===== config.mk =====
export PLATFORM = sky130hd
export DESIGN_NAME = cache_wc
export DESIGN_NICKNAME = d
export VERILOG_FILES = /design/src/rtl/cache_wc_pkg.sv /design/src/rtl/cache_wc_dp.sv /design/src/rtl/cache_wc_ctrl.sv /design/src/rtl/cache_wc.sv
export SDC_FILE = /design/constraint.sdc
export NUM_CORES = 2
export LEC_CHECK = 0
export BUFFER_PORTS_ARGS = -buffer_cell sky130_fd_sc_hd__buf_2
export CAP_MARGIN = 5
export CELL_PAD_IN_SITES_DETAIL_PLACEMENT = 2
export CELL_PAD_IN_SITES_GLOBAL_PLACEMENT = 2
export CORE_MARGIN = 4
export CORE_UTILIZATION = 40
export CTS_CLUSTER_SIZE = 16
export DETAILED_ROUTE_END_ITERATION = 16
export GPL_TIMING_DRIVEN = 0
export PLACE_DENSITY = 0.87
export SETUP_SLACK_MARGIN = 0.4
export SKIP_CTS_REPAIR_TIMING = 1
export SLEW_MARGIN = 20
export SYNTH_ARGS = -nofsm -noshare
export SYNTH_HDL_FRONTEND = slang
export SYNTH_SLANG_ARGS = --single-unit

===== constraint.sdc =====
create_clock -name clk -period 8.2 [get_ports clk]
set_clock_uncertainty 0.05 [all_clocks]
set_input_delay 0.82 -clock clk [delete_from_list [all_inputs] [get_ports clk]]
set_output_delay 0.82 -clock clk [all_outputs]
set_load 0.02 [all_outputs]

===== src/rtl/cache_wc_pkg.sv =====
package cache_wc_pkg;

  typedef enum logic [1:0] {
    ADDR_REQ   = 2'd0,
    ADDR_EVICT = 2'd1,
    ADDR_FILL  = 2'd2
  } addrSel_e;

  typedef struct packed {
    logic     latchReq;
    logic     wrHitWord;
    logic     setDirty;
    logic     fillWord;
    logic     fillDone;
    logic     cntClr;
    logic     cntInc;
    addrSel_e addrSel;
  } dpCtrl_t;

endpackage


===== src/rtl/cache_wc_dp.sv =====
module cache_wc_dp
  import cache_wc_pkg::*;
#(
  parameter int ADDR_W = 10,
  parameter int DATA_W = 32,
  parameter int LINES  = 8,
  parameter int WORDS  = 4
) (
  input  logic              clk,
  input  logic              rst,
  input  dpCtrl_t           ctl,
  input  logic              cpuWe,
  input  logic [ADDR_W-1:0] cpuAddr,
  input  logic [DATA_W-1:0] cpuWdata,
  input  logic [DATA_W-1:0] memRdata,
  output logic              hit,
  output logic              lineValid,
  output logic              lineDirty,
  output logic              reqWe,
  output logic              cntLast,
  output logic [DATA_W-1:0] cpuRdata,
  output logic [ADDR_W-1:0] memAddr,
  output logic [DATA_W-1:0] memWdata
);
  localparam int OFF_W = $clog2(WORDS);
  localparam int IDX_W = $clog2(LINES);
  localparam int TAG_W = ADDR_W - OFF_W - IDX_W;

  logic [ADDR_W-1:0] reqAddr;
  logic [DATA_W-1:0] reqWdata;
  logic [OFF_W-1:0]  cnt;

  logic [OFF_W-1:0] reqOff;
  logic [IDX_W-1:0] reqIdx;
  logic [TAG_W-1:0] reqTag;

  assign reqOff = reqAddr[OFF_W-1:0];
  assign reqIdx = reqAddr[OFF_W +: IDX_W];
  assign reqTag = reqAddr[ADDR_W-1 -: TAG_W];

  logic [TAG_W-1:0]                 tagArr   [LINES];
  logic [WORDS-1:0][DATA_W-1:0]     lineData [LINES];
  logic [LINES-1:0]                 validArr;
  logic [LINES-1:0]                 dirtyArr;

  always_ff @(posedge clk) begin
    if (rst) begin
      reqAddr  <= '0;
      reqWdata <= '0;
      reqWe    <= 1'b0;
      cnt      <= '0;
    end else begin
      if (ctl.latchReq) begin
        reqAddr  <= cpuAddr;
        reqWdata <= cpuWdata;
        reqWe    <= cpuWe;
      end
      if (ctl.cntClr)      cnt <= '0;
      else if (ctl.cntInc) cnt <= cnt + 1'b1;
    end
  end

  // One storage slice per line; only the addressed slice reacts to strobes.
  for (genvar l = 0; l < LINES; l++) begin : g_line
    logic                         validQ;
    logic                         dirtyQ;
    logic [TAG_W-1:0]             tagQ;
    logic [WORDS-1:0][DATA_W-1:0] wordQ;
    logic                         sel;

    assign sel = (reqIdx == IDX_W'(l));

    always_ff @(posedge clk) begin
      if (rst) begin
        validQ <= 1'b0;
        dirtyQ <= 1'b0;
        tagQ   <= '0;
      end else if (sel) begin
        if (ctl.fillDone) begin
          validQ <= 1'b1;
          dirtyQ <= 1'b0;
          tagQ   <= reqTag;
        end
        if (ctl.setDirty) dirtyQ <= 1'b1;
      end
    end

    always_ff @(posedge clk) begin
      if (sel) begin
        if (ctl.fillWord)  wordQ[cnt]    <= memRdata;
        if (ctl.wrHitWord) wordQ[reqOff] <= reqWdata;
      end
    end

    assign validArr[l] = validQ;
    assign dirtyArr[l] = dirtyQ;
    assign tagArr[l]   = tagQ;
    assign lineData[l] = wordQ;
  end

  logic [WORDS-1:0][DATA_W-1:0] selLine;
  assign selLine   = lineData[reqIdx];
  assign lineValid = validArr[reqIdx];
  assign lineDirty = dirtyArr[reqIdx];
  assign hit       = lineValid && (tagArr[reqIdx] == reqTag);
  assign cntLast   = (cnt == OFF_W'(WORDS - 1));
  assign cpuRdata  = selLine[reqOff];

  always_comb begin
    unique case (ctl.addrSel)
      ADDR_EVICT: begin
        memAddr  = {tagArr[reqIdx], reqIdx, cnt};
        memWdata = selLine[cnt];
      end
      ADDR_FILL: begin
        memAddr  = {reqTag, reqIdx, cnt};
        memWdata = reqWdata;
      end
      default: begin
        memAddr  = reqAddr;
        memWdata = reqWdata;
      end
    endcase
  end

endmodule


===== src/rtl/cache_wc_ctrl.sv =====
module cache_wc_ctrl
  import cache_wc_pkg::*;
#(
  parameter bit WRITE_BACK  = 1'b1,
  parameter bit WRITE_ALLOC = 1'b1
) (
  input  logic    clk,
  input  logic    rst,
  input  logic    cpuReq,
  input  logic    memAck,
  input  logic    hit,
  input  logic    lineValid,
  input  logic    lineDirty,
  input  logic    reqWe,
  input  logic    cntLast,
  output dpCtrl_t ctl,
  output logic    cpuReady,
  output logic    cpuDone,
  output logic    memReq,
  output logic    memWe
);
  typedef enum logic [2:0] {
    ST_IDLE, ST_LOOKUP, ST_EVICT, ST_FILL, ST_MEMWR
  } state_e;

  state_e state, nextState;

  always_ff @(posedge clk) begin
    if (rst) state <= ST_IDLE;
    else     state <= nextState;
  end

  always_comb begin
    ctl         = '0;
    ctl.addrSel = ADDR_REQ;
    cpuReady    = 1'b0;
    cpuDone     = 1'b0;
    memReq      = 1'b0;
    memWe       = 1'b0;
    nextState   = state;
    unique case (state)
      ST_IDLE: begin
        cpuReady = 1'b1;
        if (cpuReq) begin
          ctl.latchReq = 1'b1;
          nextState    = ST_LOOKUP;
        end
      end
      ST_LOOKUP: begin
        if (hit) begin
          if (!reqWe) begin
            cpuDone   = 1'b1;
            nextState = ST_IDLE;
          end else begin
            ctl.wrHitWord = 1'b1;
            if (WRITE_BACK) begin
              ctl.setDirty = 1'b1;
              cpuDone      = 1'b1;
              nextState    = ST_IDLE;
            end else begin
              nextState = ST_MEMWR;
            end
          end
        end else if (reqWe && !WRITE_ALLOC) begin
          nextState = ST_MEMWR;
        end else begin
          ctl.cntClr = 1'b1;
          nextState  = (WRITE_BACK && lineValid && lineDirty) ? ST_EVICT : ST_FILL;
        end
      end
      ST_EVICT: begin
        memReq      = 1'b1;
        memWe       = 1'b1;
        ctl.addrSel = ADDR_EVICT;
        if (memAck) begin
          ctl.cntInc = 1'b1;
          if (cntLast) nextState = ST_FILL;
        end
      end
      ST_FILL: begin
        memReq      = 1'b1;
        ctl.addrSel = ADDR_FILL;
        if (memAck) begin
          ctl.fillWord = 1'b1;
          ctl.cntInc   = 1'b1;
          if (cntLast) begin
            ctl.fillDone = 1'b1;
            nextState    = ST_LOOKUP;
          end
        end
      end
      ST_MEMWR: begin
        memReq = 1'b1;
        memWe  = 1'b1;
        if (memAck) begin
          cpuDone   = 1'b1;
          nextState = ST_IDLE;
        end
      end
      default: nextState = ST_IDLE;
    endcase
  end

endmodule


===== src/rtl/cache_wc.sv =====
module cache_wc
  import cache_wc_pkg::*;
#(
  parameter int ADDR_W      = 10,
  parameter int DATA_W      = 32,
  parameter int LINES       = 8,
  parameter int WORDS       = 4,
  parameter bit WRITE_BACK  = 1'b1,
  parameter bit WRITE_ALLOC = 1'b1
) (
  input  logic              clk,
  input  logic              rst,
  input  logic              cpuReq,
  input  logic              cpuWe,
  input  logic [ADDR_W-1:0] cpuAddr,
  input  logic [DATA_W-1:0] cpuWdata,
  output logic              cpuReady,
  output logic              cpuDone,
  output logic [DATA_W-1:0] cpuRdata,
  output logic              memReq,
  output logic              memWe,
  output logic [ADDR_W-1:0] memAddr,
  output logic [DATA_W-1:0] memWdata,
  input  logic              memAck,
  input  logic [DATA_W-1:0] memRdata
);
  dpCtrl_t ctl;
  logic    hit, lineValid, lineDirty, reqWe, cntLast;

  cache_wc_ctrl #(
    .WRITE_BACK (WRITE_BACK),
    .WRITE_ALLOC(WRITE_ALLOC)
  ) u_ctrl (
    .clk      (clk),
    .rst      (rst),
    .cpuReq   (cpuReq),
    .memAck   (memAck),
    .hit      (hit),
    .lineValid(lineValid),
    .lineDirty(lineDirty),
    .reqWe    (reqWe),
    .cntLast  (cntLast),
    .ctl      (ctl),
    .cpuReady (cpuReady),
    .cpuDone  (cpuDone),
    .memReq   (memReq),
    .memWe    (memWe)
  );

  cache_wc_dp #(
    .ADDR_W(ADDR_W),
    .DATA_W(DATA_W),
    .LINES (LINES),
    .WORDS (WORDS)
  ) u_dp (
    .clk      (clk),
    .rst      (rst),
    .ctl      (ctl),
    .cpuWe    (cpuWe),
    .cpuAddr  (cpuAddr),
    .cpuWdata (cpuWdata),
    .memRdata (memRdata),
    .hit      (hit),
    .lineValid(lineValid),
    .lineDirty(lineDirty),
    .reqWe    (reqWe),
    .cntLast  (cntLast),
    .cpuRdata (cpuRdata),
    .memAddr  (memAddr),
    .memWdata (memWdata)
  );

endmodule


Word level (Yosys, flattened, before mapping)
Cells that the tools add are included.
Word-level totals
  flip-flop bits (word level): 1128
  output and inout port bits: 78
  logic and storage cells: 205
Cells by class
  $add $sub $neg: 1
  order comparisons: 6
  equality and inequality tests: 21
  muxes and demuxes: 88
  bitwise operators: 1
  reduce and logical (&&, ||, !) cells: 27
Operators with widths (number)
  128-bit two-way mux: 26
  128-bit bitwise mux: 16
  128-bit binary-select mux with 3-bit select: 1
  32-bit two-way mux: 5
  32-bit binary-select mux with 2-bit select: 2
  32-bit demux with 2-bit select: 2
  2-bit AND reduction: 16
  3-bit two-way mux: 7
  10-bit case mux with 2 select lines: 1
  5-bit binary-select mux with 3-bit select: 1
  3-bit == test (second input constant): 5
  1-bit two-way mux: 15
  3-bit case mux with 5 select lines: 1
  3-bit by 2-bit == test with 1-bit output (second input constant): 4
  2-bit inequality test (second input constant): 6
  2-bit two-way mux: 5
  5-bit two-way mux: 2
  1-bit binary-select mux with 3-bit select: 2
  3-bit by 1-bit == test with 1-bit output (second input constant): 2
  3-bit zero test: 2
  2-bit by 3-bit less-than comparator with 1-bit output (second input constant): 2
  3-bit case mux with 2 select lines: 1
  6-bit AND reduction: 1
  5-bit == test: 1
  12 further kinds: 18

Logic depth before layout (Yosys ltp)
  depth in word-level cells: 10
  mapped depth: 11
  depth with buffers taken out: 7

Cells and area by module
From an unflattened synthesis, not the netlist that was laid out.
Unflattened totals
  cell total of the unflattened synthesis: 5333
  area, all modules: 56404.1 um^2
By module, submodules not included
  cache_wc_dp: times used 1, cells each 5308, area each 56208.9 um^2
  cache_wc_ctrl: times used 1, cells each 25, area each 195.2 um^2

Least setup slack after synthesis
No wires, ideal clock.
  kind: register to register
  start point: register u_dp.reqAddr[3]
  end point: register u_dp.g_line[4].tagQ[4]
  library setup time: 128 ps
  arrival: 8525 ps
  data required time: 8022 ps
  slack: -503 ps
  stages on the path, launching flop included: 10
  buffers on the path: 5
  clock period less this slack: 8703 ps
  cells stage by stage: dfxtp_1 -> buf_4 -> buf_4 -> buf_2 -> clkbuf_1 -> clkbuf_1 -> nor2_1 -> nand2_1 -> mux2i_1 -> nor2_1
Between the ends
  longest elaborated chain between the ends: 2
RTL lines
  from (decl): line cache_wc_dp.sv:29  | logic [ADDR_W-1:0] reqAddr;
  from (signal assigned): line cache_wc_dp.sv:54  | reqAddr <= cpuAddr;
  3-bit == test: line cache_wc_dp.sv:71  | assign sel = (reqIdx == IDX_W'(l));
  2-bit AND reduction (no line)
  to (signal assigned): line cache_wc_dp.sv:82  | tagQ <= reqTag;
  to (decl): line cache_wc_dp.sv:67  | logic [TAG_W-1:0] tagQ;
No other way between the ends.
A chain may end at the register's enable or synchronous reset.

Worst setup path after layout
  start point: register u_dp.reqAddr[2]
  end point: output memWdata[4]
Between the ends
  longest elaborated chain between the ends: 7
RTL lines
  3-bit inverter with 4-bit output (not written as such): line cache_wc_dp.sv:102  | assign selLine = lineData[reqIdx];
  128-bit binary-select mux with 3-bit select: line cache_wc_dp.sv:102
  128-bit two-way mux (not written as such) (2 in series): line cache_wc_dp.sv:102
  32-bit binary-select mux with 2-bit select: line cache_wc_dp.sv:113  | memWdata = selLine[cnt];
  32-bit two-way mux (not written as such): line cache_wc_dp.sv:113
  32-bit two-way mux: line cache_wc_dp.sv:110  | unique case (ctl.addrSel)
  to (decl): line cache_wc.sv:23  | output logic [DATA_W-1:0] memWdata,
No other way between the ends. The select of a mux whose other input is x is not followed.

==> qor.txt <==
Sequential cell fraction of total power: 42.4%
Clk pwr share: 39.5%
WL final: 359000 um
Final setup fails: 0
# fillers: 16400
Placeable Area: 0.163 mm^2
Initial antenna violation count: 22
TritonCTS clock tree: done
H-tree depth: 4
Pre-CTS setup slack: 1920 ps
Cells after Synth: 5747
Post-Syn Area: 0.0656 mm^2
First-pass GRT wire length: 497000 um
Die Y-Extent: 413 um
Worst setup SP type: flip-flop
Clock latency on the worst-skew pair: 830 ps
# DRC: 0
Crit path DAT: 6380 ps
Post-route insts no fill: 8384
Worst hold path type: in -> reg
Power density over cell area: 218 mW/mm^2
Fin. Hold Viols: 0
Clock transition at the registers of the reported paths: 60 ps
Vias in the first global route: 63800
Int Power: 11200 uW
Area taken by multi-input logic gates: 0.0307 mm^2
Synth warn: 0
Number of max-cap violations: 0
GRT overflow: 0
Die width: 413 um
GRT Overall Usage: 41.4%
Syn Area/Cell: 11.4 um^2
Worst-margin pin slew: 1400 ps
Layout area overhead: 13.6%
Synth async-reset ratio: 0%
Port Buffers: 156
CP Capture Type: output pin
Leak pwr: 0.0310 uW
Final min period: 7250 ps
Total die area: 0.171 mm^2
Switching share of power: 30.8%
FP Rows: 148
Final hold slack: 179 ps
Sequential area share after synthesis: 50.0%
Worst Path Class, Setup: reg -> out
Combinational power share: 18.1%
Longest Clk Path Bufs: 3
Syn_nets: 5830
Reg area: 0.0328 mm^2
CTS Root Cell: clkbuf_16
Unique masters post-synth: 45
Worst endpoint required time: 7330 ps
Clock Sinks: 1127
Count of flip-flops with a built-in enable after synthesis: 1024
Dpl hpwl: 222000 um
Final worst-path cycle share: 88.5%
Drt first-iter violations: 9054
Starting Density: 40.3%
Unrepaired setup endpoints after global routing: no
Antenna-violating nets left: 0
Vias per cell: 7.03
Max IR drop VDD: 0.258 mV
Psw: 5000 uW
Maximum fanout along the worst path: 10
Final Max Tran Viols: 0
Register bit total from synthesis: 1127
Setup Total Neg Slack: 0 ps
Final estimated routing congestion in global placement: 0.892
Total CTS buffers: 137
Drt pass-1 iters: 6
Cell count after placement: 8115
Vias: 59000
IO Pins: 157
Share of layout cells above drive strength 1: 31.5%
Outcome: complete, no violations
Fin area: 0.0745 mm^2
Routed wire per std cell: 42.9 um
Nets: 6162
Largest net degree at the start of global routing: 67
Fmax: 138 MHz
Slack of the critical path: 946 ps
Main synth FF type: edfxtp_1
Slew headroom: 6.98%
Area post-placement: 0.0700 mm^2
layout make-up:
class	instances	area share [%]
Inverter	47	0.287
Antenna cell	17	0.0571
Buffer	468	2.71
Tap cell	2175	3.65
Multi-Input combinational cell	4105	41.2
Sequential cell	1127	44.0
Clock inverter	55	0.648
Timing Repair Buffer	193	2.17
Clock buffer	197	5.23
worst max-delay path: stages (launching register included):
cell,delay [ps]
dfxtp_1,480
buf_2,280
clkbuf_1,930
clkbuf_1,800
buf_2,710
mux4_2,410
mux2i_1,230
mux4_2,610
o21ai_1,730
buf_2,330
synthesized netlist by cell type (2+ instances only):
cell	n	area share, %
nand2_1	2350	13
mux2_2	1035	18
edfxtp_1	1024	47
mux4_2	323	11
clkbuf_1	311	1.8
mux2i_1	159	2.4
buf_2	129	0.98
dfxtp_1	103	3.1
a21oi_1	64	0.49
nor2_1	49	0.28
inv_1	44	0.25
o21ai_0	39	0.30
buf_1	23	0.13
nand3_1	18	0.14
a211oi_1	6	0.069
o22ai_1	6	0.057
and2_1	5	0.048
buf_4	5	0.057
nand4_1	5	0.048
o32ai_1	5	0.067
xnor2_1	5	0.067
ha_1	4	0.076
and3_1	3	0.029
nor2b_1	3	0.029
nor3_1	3	0.023
nor3b_1	3	0.034
o41ai_1	3	0.040
inv_2	2	0.011
nand2b_1	2	0.019
placed cells by master (no fill, tap or decap), types with 6 or more instances in the layout:
cell type	instances
a211oi_1	6
clkinv_1	21
edfxtp_1	1024
nor2_1	45
a21oi_1	64
mux2i_1	159
buf_16	16
clkbuf_8	9
clkinv_2	18
nand3_1	18
bufinv_16	7
dfxtp_1	103
clkbuf_16	144
mux4_2	323
nand2_1	2350
clkbuf_1	303
mux2_2	1035
diode_2	17
o21ai_0	37
buf_1	11
inv_1	39
clkbuf_2	54
buf_12	18
o22ai_1	6
buf_2	295
flip-flops by register name (all words and copies together), names as in the netlist:
register and count:
u_ctrl.state 2, u_dp.cnt 2, u_dp.g_line.dirtyQ 8, u_dp.g_line.tagQ 40, u_dp.g_line.validQ 8, u_dp.g_line.wordQ 1024, u_dp.reqAddr 10, u_dp.reqWdata 32
u_dp.reqWe 1
metrics by stage:
step                      total power (uW)  util (%)
after floorplan                       8460         -
after global placement                9390      42.4
after detailed placement              9610      43.0
after CTS                            16000      45.7
after global routing                 16400      45.7
final                                16200      45.7
power by group through the flow:
stage / logic [uW] / registers, uW / clock network (uW)
after global placement: 2420 / 6970 / 0
after floorplan: 1610 / 6860 / 0
after detailed placement: 2660 / 6950 / 0
final: 2930 / 6890 / 6410
after CTS: 2800 / 6860 / 6300
after global routing: 2980 / 6890 / 6550
logic make-up after synthesis:
kind of cell | share of synthesized area, %
buffers and inverters | 3.22
DFF | 50.0
adders and majority gates | 0.0763
xor gates and xnor gates | 0.0801
and+or+nand+nor | 14.2
AOI/OAI and AO/OA | 1.14
muxes | 31.3
final timing paths:
check / startpoint / endpoint / slack (ps) / depth (start not counted)
worst max-delay path: u_dp.reqAddr[2]$_SDFFE_PP0P_ / memWdata[4] / 950 / 9
worst min-delay path: cpuWdata[20] / u_dp.reqWdata[20]$_SDFFE_PP0P_ / 180 / 3
worst max register to register: u_dp.reqAddr[2]$_SDFFE_PP0P_ / u_dp.g_line[1].wordQ[57]$_DFFE_PP_ / 2100 / 9
worst min register to register: u_dp.g_line[2].tagQ[1]$_SDFFE_PP0P_ / u_dp.g_line[2].tagQ[1]$_SDFFE_PP0P_ / 410 / 2
routing by layer:
| metal | global-route usage, % | part of all wire, % |
|---|---|---|
| met1 | 46.3 | 33 |
| met2 | 63.1 | 44 |
| met3 | 14.4 | 13 |
| met4 | 35.2 | 11 |
| met5 | 0.374 | 0.11 |
(Power assumes the default switching activity.)
